$ cat config.mk
export PLATFORM = sky130hd
export DESIGN_NAME = cmdresp_ctrl
export DESIGN_NICKNAME = d
export VERILOG_FILES = /design/src/rtl/cmdresp_pkg.sv /design/src/rtl/cmdresp_reply_chk.sv /design/src/rtl/cmdresp_wait_timer.sv /design/src/rtl/cmdresp_irq.sv /design/src/rtl/cmdresp_ctrl.sv
export SDC_FILE = /design/constraint.sdc
export NUM_CORES = 1
export LEC_CHECK = 0
export BUFFER_PORTS_ARGS = -buffer_cell sky130_fd_sc_hd__buf_2
export CORE_ASPECT_RATIO = 1.75
export CORE_MARGIN = 1
export CORE_UTILIZATION = 38
export DETAILED_ROUTE_END_ITERATION = 10
export PLACE_DENSITY_LB_ADDON = 0.15
export REMOVE_ABC_BUFFERS = 1
export SLEW_MARGIN = 20
export SYNTH_ARGS = -nofsm -noshare
export SYNTH_HDL_FRONTEND = slang
export SYNTH_SLANG_ARGS = --single-unit
$ cat constraint.sdc
create_clock -name clk -period 1.8 [get_ports clk]
set_clock_uncertainty 0.05 [all_clocks]
set_input_delay 0.09 -clock clk [delete_from_list [all_inputs] [get_ports clk]]
set_output_delay 0.09 -clock clk [all_outputs]
set_load 0.02 [all_outputs]
$ cat src/rtl/cmdresp_pkg.sv
`timescale 1ns/1ps
package cmdresp_pkg;
    localparam int unsigned REG_W = 32;
    localparam int unsigned CMD_W = 11;

    // register word addresses
    localparam logic [3:0] A_ARG   = 4'd0;
    localparam logic [3:0] A_CMD   = 4'd1;
    localparam logic [3:0] A_RSP0  = 4'd2;
    localparam logic [3:0] A_STAT  = 4'd6;
    localparam logic [3:0] A_CLR   = 4'd7;
    localparam logic [3:0] A_LIMIT = 4'd8;
    localparam logic [3:0] A_MASK0 = 4'd9;

    // command word bit positions
    localparam int unsigned C_IDX_W = 6;
    localparam int unsigned C_RESP  = 6;
    localparam int unsigned C_LONG  = 7;
    localparam int unsigned C_PEND  = 9;
    localparam int unsigned C_EN    = 10;

    // status word bit positions
    localparam int unsigned S_TMO    = 2;
    localparam int unsigned S_RSPEND = 6;
    localparam int unsigned S_SENT   = 7;
    localparam int unsigned S_ACTIVE = 11;

    localparam logic [REG_W-1:0] CLR_SPAN = 32'h0000_07FF;
endpackage

$ cat src/rtl/cmdresp_reply_chk.sv
`timescale 1ns/1ps
module cmdresp_reply_chk #(
    parameter int unsigned NBYTES = 16,
    localparam int unsigned NWORDS = NBYTES / 4,
    localparam int unsigned LEN_W  = $clog2(NBYTES + 1)
) (
    input  logic                          want_long,
    input  logic [LEN_W-1:0]              rlen,
    input  logic [8*NBYTES-1:0]           rbytes,
    output logic                          good,
    output logic [NWORDS-1:0][31:0]       words
);
    logic full_len;
    logic word_len;

    assign full_len = (rlen == LEN_W'(NBYTES));
    assign word_len = (rlen == LEN_W'(4));
    assign good     = full_len || (word_len && !want_long);

    for (genvar w = 0; w < NWORDS; w++) begin : g_word
        logic [31:0] raw;
        assign raw = {rbytes[8*(4*w)   +: 8], rbytes[8*(4*w+1) +: 8],
                      rbytes[8*(4*w+2) +: 8], rbytes[8*(4*w+3) +: 8]};
        if (w == 0) begin : g_first
            assign words[w] = raw;
        end else if (w == NWORDS - 1) begin : g_last
            assign words[w] = full_len ? {raw[31:1], 1'b0} : 32'h0;
        end else begin : g_mid
            assign words[w] = full_len ? raw : 32'h0;
        end
    end
endmodule

$ cat src/rtl/cmdresp_wait_timer.sv
`timescale 1ns/1ps
module cmdresp_wait_timer #(
    parameter int unsigned W = 16
) (
    input  logic         clk,
    input  logic         rst_n,
    input  logic         run,
    input  logic [W-1:0] limit,
    output logic         expired
);
    logic [W-1:0] cnt_d, cnt_q;

    always_comb begin
        cnt_d = run ? cnt_q + W'(1) : '0;
    end

    always_ff @(posedge clk) begin
        if (!rst_n) cnt_q <= '0;
        else        cnt_q <= cnt_d;
    end

    assign expired = run && (cnt_q == limit);
endmodule

$ cat src/rtl/cmdresp_irq.sv
`timescale 1ns/1ps
module cmdresp_irq #(
    parameter int unsigned NUM_IRQ = 2,
    parameter int unsigned SW      = 32
) (
    input  logic [SW-1:0]              status,
    input  logic [NUM_IRQ-1:0][SW-1:0] mask,
    output logic [NUM_IRQ-1:0]         irq
);
    for (genvar i = 0; i < NUM_IRQ; i++) begin : g_line
        assign irq[i] = |(status & mask[i]);
    end
endmodule

$ cat src/rtl/cmdresp_ctrl.sv
`timescale 1ns/1ps
module cmdresp_ctrl
    import cmdresp_pkg::*;
#(
    parameter int unsigned RSP_BYTES = 16,
    parameter int unsigned NUM_IRQ   = 2,
    parameter int unsigned TMO_W     = 16,
    parameter int unsigned DEF_LIMIT = 64,
    localparam int unsigned RSP_WORDS = RSP_BYTES / 4,
    localparam int unsigned LEN_W     = $clog2(RSP_BYTES + 1)
) (
    input  logic                   clk,
    input  logic                   rst_n,
    input  logic [3:0]             reg_addr,
    input  logic                   reg_wen,
    input  logic [31:0]            reg_wdata,
    output logic [31:0]            reg_rdata,
    output logic                   req_valid,
    output logic [5:0]             req_index,
    output logic [31:0]            req_arg,
    input  logic                   rsp_valid,
    input  logic [4:0]             rsp_len,
    input  logic [127:0]           rsp_data,
    output logic [1:0]             irq
);
    typedef struct packed {
        logic                           busy;
        logic [REG_W-1:0]               arg;
        logic [CMD_W-1:0]               cmd;
        logic [RSP_WORDS-1:0][REG_W-1:0] resp;
        logic [REG_W-1:0]               status;
        logic [NUM_IRQ-1:0][REG_W-1:0]  mask;
        logic [TMO_W-1:0]               limit;
    } regs_t;

    regs_t d, q;

    logic                            tmo_expired;
    logic                            tmo_hit;
    logic                            ack;
    logic [LEN_W-1:0]                eff_len;
    logic                            reply_good;
    logic [RSP_WORDS-1:0][REG_W-1:0] reply_words;

    cmdresp_wait_timer #(.W(TMO_W)) timer_i (
        .clk     (clk),
        .rst_n   (rst_n),
        .run     (q.busy),
        .limit   (q.limit),
        .expired (tmo_expired)
    );

    assign ack     = q.busy && rsp_valid;
    assign tmo_hit = tmo_expired && !rsp_valid;
    assign eff_len = ack ? LEN_W'(rsp_len) : '0;

    cmdresp_reply_chk #(.NBYTES(RSP_BYTES)) reply_i (
        .want_long (q.cmd[C_LONG]),
        .rlen      (eff_len),
        .rbytes    (rsp_data[8*RSP_BYTES-1:0]),
        .good      (reply_good),
        .words     (reply_words)
    );

    cmdresp_irq #(.NUM_IRQ(NUM_IRQ), .SW(REG_W)) irq_i (
        .status (q.status),
        .mask   (q.mask),
        .irq    (irq)
    );

    always_comb begin
        d = q;
        if (reg_wen) begin
            if (reg_addr == A_ARG && !q.busy) begin
                d.arg = reg_wdata;
            end
            if (reg_addr == A_CMD && !q.busy) begin
                d.cmd = reg_wdata[CMD_W-1:0];
                if (reg_wdata[C_EN] && !reg_wdata[C_PEND]) begin
                    d.busy = 1'b1;
                end else begin
                    d.cmd[C_EN] = 1'b0;
                end
            end
            if (reg_addr == A_CLR) begin
                d.status = q.status & ~(reg_wdata & CLR_SPAN);
            end
            if (reg_addr == A_LIMIT) begin
                d.limit = reg_wdata[TMO_W-1:0];
            end
            for (int i = 0; i < NUM_IRQ; i++) begin
                if (reg_addr == A_MASK0 + 4'(i)) d.mask[i] = reg_wdata;
            end
        end
        if (ack || tmo_hit) begin
            d.busy      = 1'b0;
            d.cmd[C_EN] = 1'b0;
            if (q.cmd[C_RESP]) begin
                if (reply_good) begin
                    d.resp             = reply_words;
                    d.status[S_RSPEND] = 1'b1;
                end else begin
                    d.status[S_TMO] = 1'b1;
                end
            end else begin
                d.status[S_SENT] = 1'b1;
            end
        end
        d.status[S_ACTIVE] = d.busy;
    end

    always_ff @(posedge clk) begin
        if (!rst_n) begin
            q       <= '0;
            q.limit <= TMO_W'(DEF_LIMIT);
        end else begin
            q <= d;
        end
    end

    always_comb begin
        reg_rdata = '0;
        case (reg_addr)
            A_ARG:   reg_rdata = q.arg;
            A_CMD:   reg_rdata = REG_W'(q.cmd);
            A_STAT:  reg_rdata = q.status;
            A_LIMIT: reg_rdata = REG_W'(q.limit);
            default: reg_rdata = '0;
        endcase
        for (int i = 0; i < RSP_WORDS; i++) begin
            if (reg_addr == A_RSP0 + 4'(i)) reg_rdata = q.resp[i];
        end
        for (int i = 0; i < NUM_IRQ; i++) begin
            if (reg_addr == A_MASK0 + 4'(i)) reg_rdata = q.mask[i];
        end
    end

    assign req_valid = q.busy;
    assign req_index = q.cmd[C_IDX_W-1:0];
    assign req_arg   = q.arg;

    logic [CMD_W-1:0]                cur_cmd;
    logic [REG_W-1:0]                cur_status;
    logic [RSP_WORDS-1:0][REG_W-1:0] cur_resp;
    assign cur_cmd    = q.cmd;
    assign cur_status = q.status;
    assign cur_resp   = q.resp;
endmodule

==> results.sh <==
export IMPL_outcome="finished, violations left"
export IMPL_postSynth_asyncResetShare_pct=0
export IMPL_synthesis_instances=1624
export IMPL_placement_io_buffers=244
export IMPL_synth_top_cell_area_share_pct=43.9
export IMPL_io_pins=246
export IMPL_synth_seq_cells=278
export IMPL_floorplan_initialDensity_pct=38.5
export IMPL_timing_final_max_slew_violations=0
export IMPL_cts_htree_levels=1
export IMPL_avg_vias_per_cell=5.48
export IMPL_crit_path_start_kind="flop"
export IMPL_failed_checks="setup timing"
export IMPL_layout_min_cycle_time_ns=2.21
export IMPL_total_power_mw=14.1
export IMPL_synth_yosys_seq_area_share_pct=43.9
export IMPL_cts_reportedPaths_clkPinSlew_ns=0.07
export IMPL_grt_max_degree=62
export IMPL_synth_top_family_by_area="compound AO/OA/AOI/OAI gates"
export IMPL_core_area_um2=32900
export IMPL_report_final_hold_viol_count=0
export IMPL_synthSimpleGateAreaFrac_pct=19.6
export IMPL_nets=2224
export IMPL_grt_pass1_vias=13600
export IMPL_ir_worst_vdd_mv=0.983
export IMPL_placed_cell_area_um2=15000
export IMPL_fin_worst_hold_slack_ns=0.101
export IMPL_drtPass1Iterations=6
export IMPL_synth_yosys_warnings=0
export IMPL_synth_most_common_cell="sky130_fd_sc_hd__nand2_1"
export IMPL_place_congestion=0.883
export IMPL_rsz0062_at_grt="yes"
export IMPL_clock_sinks=278
export IMPL_synth_enable_flop_cells=0
export IMPL_grtUsageTotal_pct=29.3
export IMPL_ctsRootBufferMaster="sky130_fd_sc_hd__clkbuf_16"
export IMPL_setup_slack_ns=-0.411
export IMPL_relative_area_change_from_synthesis_to_final_layout_pct=45.5
export IMPL_yosys_area_share_xor_xnor_pct=1.94
export IMPL_power_per_unit_of_standard_cell_area_nw_per_um2=765
export IMPL_fmax_mhz=452
export IMPL_critical_path_required_ns=1.66
export IMPL_share_of_synthesized_area_spent_on_multiplexers_pct=3.48
export IMPL_leading_cell_types_by_total_area_after_synthesis="sky130_fd_sc_hd__dfxtp_1, sky130_fd_sc_hd__nand2_1, sky130_fd_sc_hd__a21oi_1"
export IMPL_width_of_the_die_um=140
export IMPL_fraction_of_the_mapped_netlist_area_in_compound_gates_pct=23.5
export IMPL_timing_max_slew_rel_slack_pct=63.7
export IMPL_biggest_fanout_along_the_worst_timing_path=2
export IMPL_yosys_area_top_type="sky130_fd_sc_hd__dfxtp_1"
export IMPL_detailedRoute_firstIterationViolations=1000
export IMPL_setup_viol=18
export IMPL_gr_ovfl_total=0
export IMPL_remaining_drc_errors=0
export IMPL_postRouteWirelength_um=50600
export IMPL_hold_class="primary input to flop"
export IMPL_mappedNetlistArea_um2=12700
export IMPL_clk_latency_ns=0.56
export IMPL_max_cap_viol_count=0
export IMPL_die_area_um2=34100
export IMPL_ys_top_cells_by_count="sky130_fd_sc_hd__nand2_1, sky130_fd_sc_hd__dfxtp_1, sky130_fd_sc_hd__a21oi_1"
export IMPL_wire_per_inst_um=20.4
export IMPL_placementRows=88
export IMPL_worst_setup_path_end_kind="output pin"
export IMPL_crit_type="flop to output pin"
export IMPL_final_layout_size_suffix_gt1_share_pct=30.5
export IMPL_chipHeight_um=244
export IMPL_ys_types=56
export IMPL_cellLeakagePower_nw=7.27
export IMPL_route_vias_total=13600
export IMPL_final_area_um2=18400
export IMPL_timing_critical_path_arrival_ns=2.07
export IMPL_grt_first_pass_wirelength_um=76800
export IMPL_clock_tree_buffer_depth=3
export IMPL_tritoncts="yes"
export IMPL_post_dp_hpwl_um=35000
export IMPL_grt_antenna_before_repair=1
export IMPL_dominantRegCellSynth="sky130_fd_sc_hd__dfxtp_1"
export IMPL_ant_nets=0
export IMPL_worst_pin_slew_ns=0.543
export IMPL_finish_utilization_pct=56.0
export IMPL_cts_buffers_inserted=28
export IMPL_layout_worst_path_cycle_share_pct=123
export IMPL_synth_adder_area_share_pct=0.0987
export IMPL_syn_mean_instance_area_um2=7.80
## logic make-up (layout without fill, tap and decap cells)
| kind of cell | count (synthesis) | after routing |
|---|---|---|
| DFF | 278 | 278 |
| buffers and inverters | 187 | 634 |
| adders and majority gates | 1 | 1 |
| muxes | 42 | 42 |
| other | 0 | 2 |
| xor gates and xnor gates | 28 | 28 |
| AOI/OAI and AO/OA | 482 | 482 |
| and+or+nand+nor | 606 | 606 |
## worst max-delay path, stage by stage, from the launching register on
cell and delay (ns):
sky130_fd_sc_hd__dfxtp_2 0.32, sky130_fd_sc_hd__mux2_4 0.27, sky130_fd_sc_hd__a32oi_1 0.17, sky130_fd_sc_hd__o21ai_1 0.09
sky130_fd_sc_hd__a222oi_1 0.41, sky130_fd_sc_hd__inv_1 0.11, sky130_fd_sc_hd__buf_6 0.15
## path summary, 6_finish.rpt
check / from / end / slack [ns] / cells past startpoint
min: reg_wen / cur_cmd[7]$_SDFFE_PN0P_ / 0.10 / 5
max: req_arg[17]$_SDFFE_PN0P_ / reg_rdata[17] / -0.41 / 6
min reg2reg: cur_resp[20]$_SDFFE_PN0P_ / cur_resp[20]$_SDFFE_PN0P_ / 0.40 / 2
max reg2reg: req_valid$_SDFFE_PP0P_ / cur_resp[17]$_SDFFE_PN0P_ / 0.10 / 7
## state kept, by name, summed over array words and instances (netlist names)
name / flops
req_arg: 32
req_valid: 1
cur_resp: 127
cur_cmd: 11
timer_i.cnt_q: 16
cur_status: 11
q: 80
## layout make-up
| class | count | area [um^2] |
|---|---|---|
| Antenna cell | 2 | 5.00 |
| Clock buffer | 40 | 847 |
| Clock inverter | 11 | 146 |
| Fill cell | 3083 | 14500 |
| Inverter | 18 | 75.1 |
| Multi-Input combinational cell | 1159 | 6570 |
| Sequential cell | 278 | 5690 |
| Tap cell | 405 | 507 |
| Timing Repair Buffer | 565 | 4590 |
## through the flow
stage	setup TNS, ns	setup WS, ns	std cells
after floorplan	-418.02	-2.67	1455
after global placement	-0.456	-0.168	2240
after detailed placement	-0.595	-0.162	2240
after CTS	-3.00	-0.462	2467
after global routing	-4.08	-0.455	2477
final	-2.28	-0.411	2478
## report_power, final
part           switching [mW]  internal (mW)  total, mW  leakage [nW]
Combinational           0.827          0.755       1.58          4.50
Clock                    2.60           3.71       6.31         0.486
Sequential             0.0309           6.17       6.20          2.28
## what timing repair did
item / in CTS / in global routing
gates resized for setup: 185 / 90
hold buffers: 162 / 0
endpoints found under the hold margin: 262 / 0
setup buffers: 16 / 9
pin swaps: 56 / 55
endpoints found under the setup margin: 33 / 34
## cells in the final DEF (no fill, tap or decap), types with 22 or more instances in the layout
cell type and count:
sky130_fd_sc_hd__a22oi_1 109, sky130_fd_sc_hd__dfxtp_2 74, sky130_fd_sc_hd__buf_12 30, sky130_fd_sc_hd__buf_2 210, sky130_fd_sc_hd__buf_6 26, sky130_fd_sc_hd__buf_4 136
sky130_fd_sc_hd__clkbuf_16 29, sky130_fd_sc_hd__mux2i_1 22, sky130_fd_sc_hd__o21ai_1 23, sky130_fd_sc_hd__nand2_1 357, sky130_fd_sc_hd__dfxtp_1 196, sky130_fd_sc_hd__dlygate4sd3_1 162
sky130_fd_sc_hd__nor2_1 154, sky130_fd_sc_hd__a21oi_1 208
## per-layer routing
layer,share of wire [%],up-vias,track usage [%]
met5,0,-,0
met4,4.9,0,15.5
met3,4.8,119,3.58
met2,53,470,54.7
met1,38,6562,31.8
li1,-,6439,-
Power figures use the tool's default switching activity.
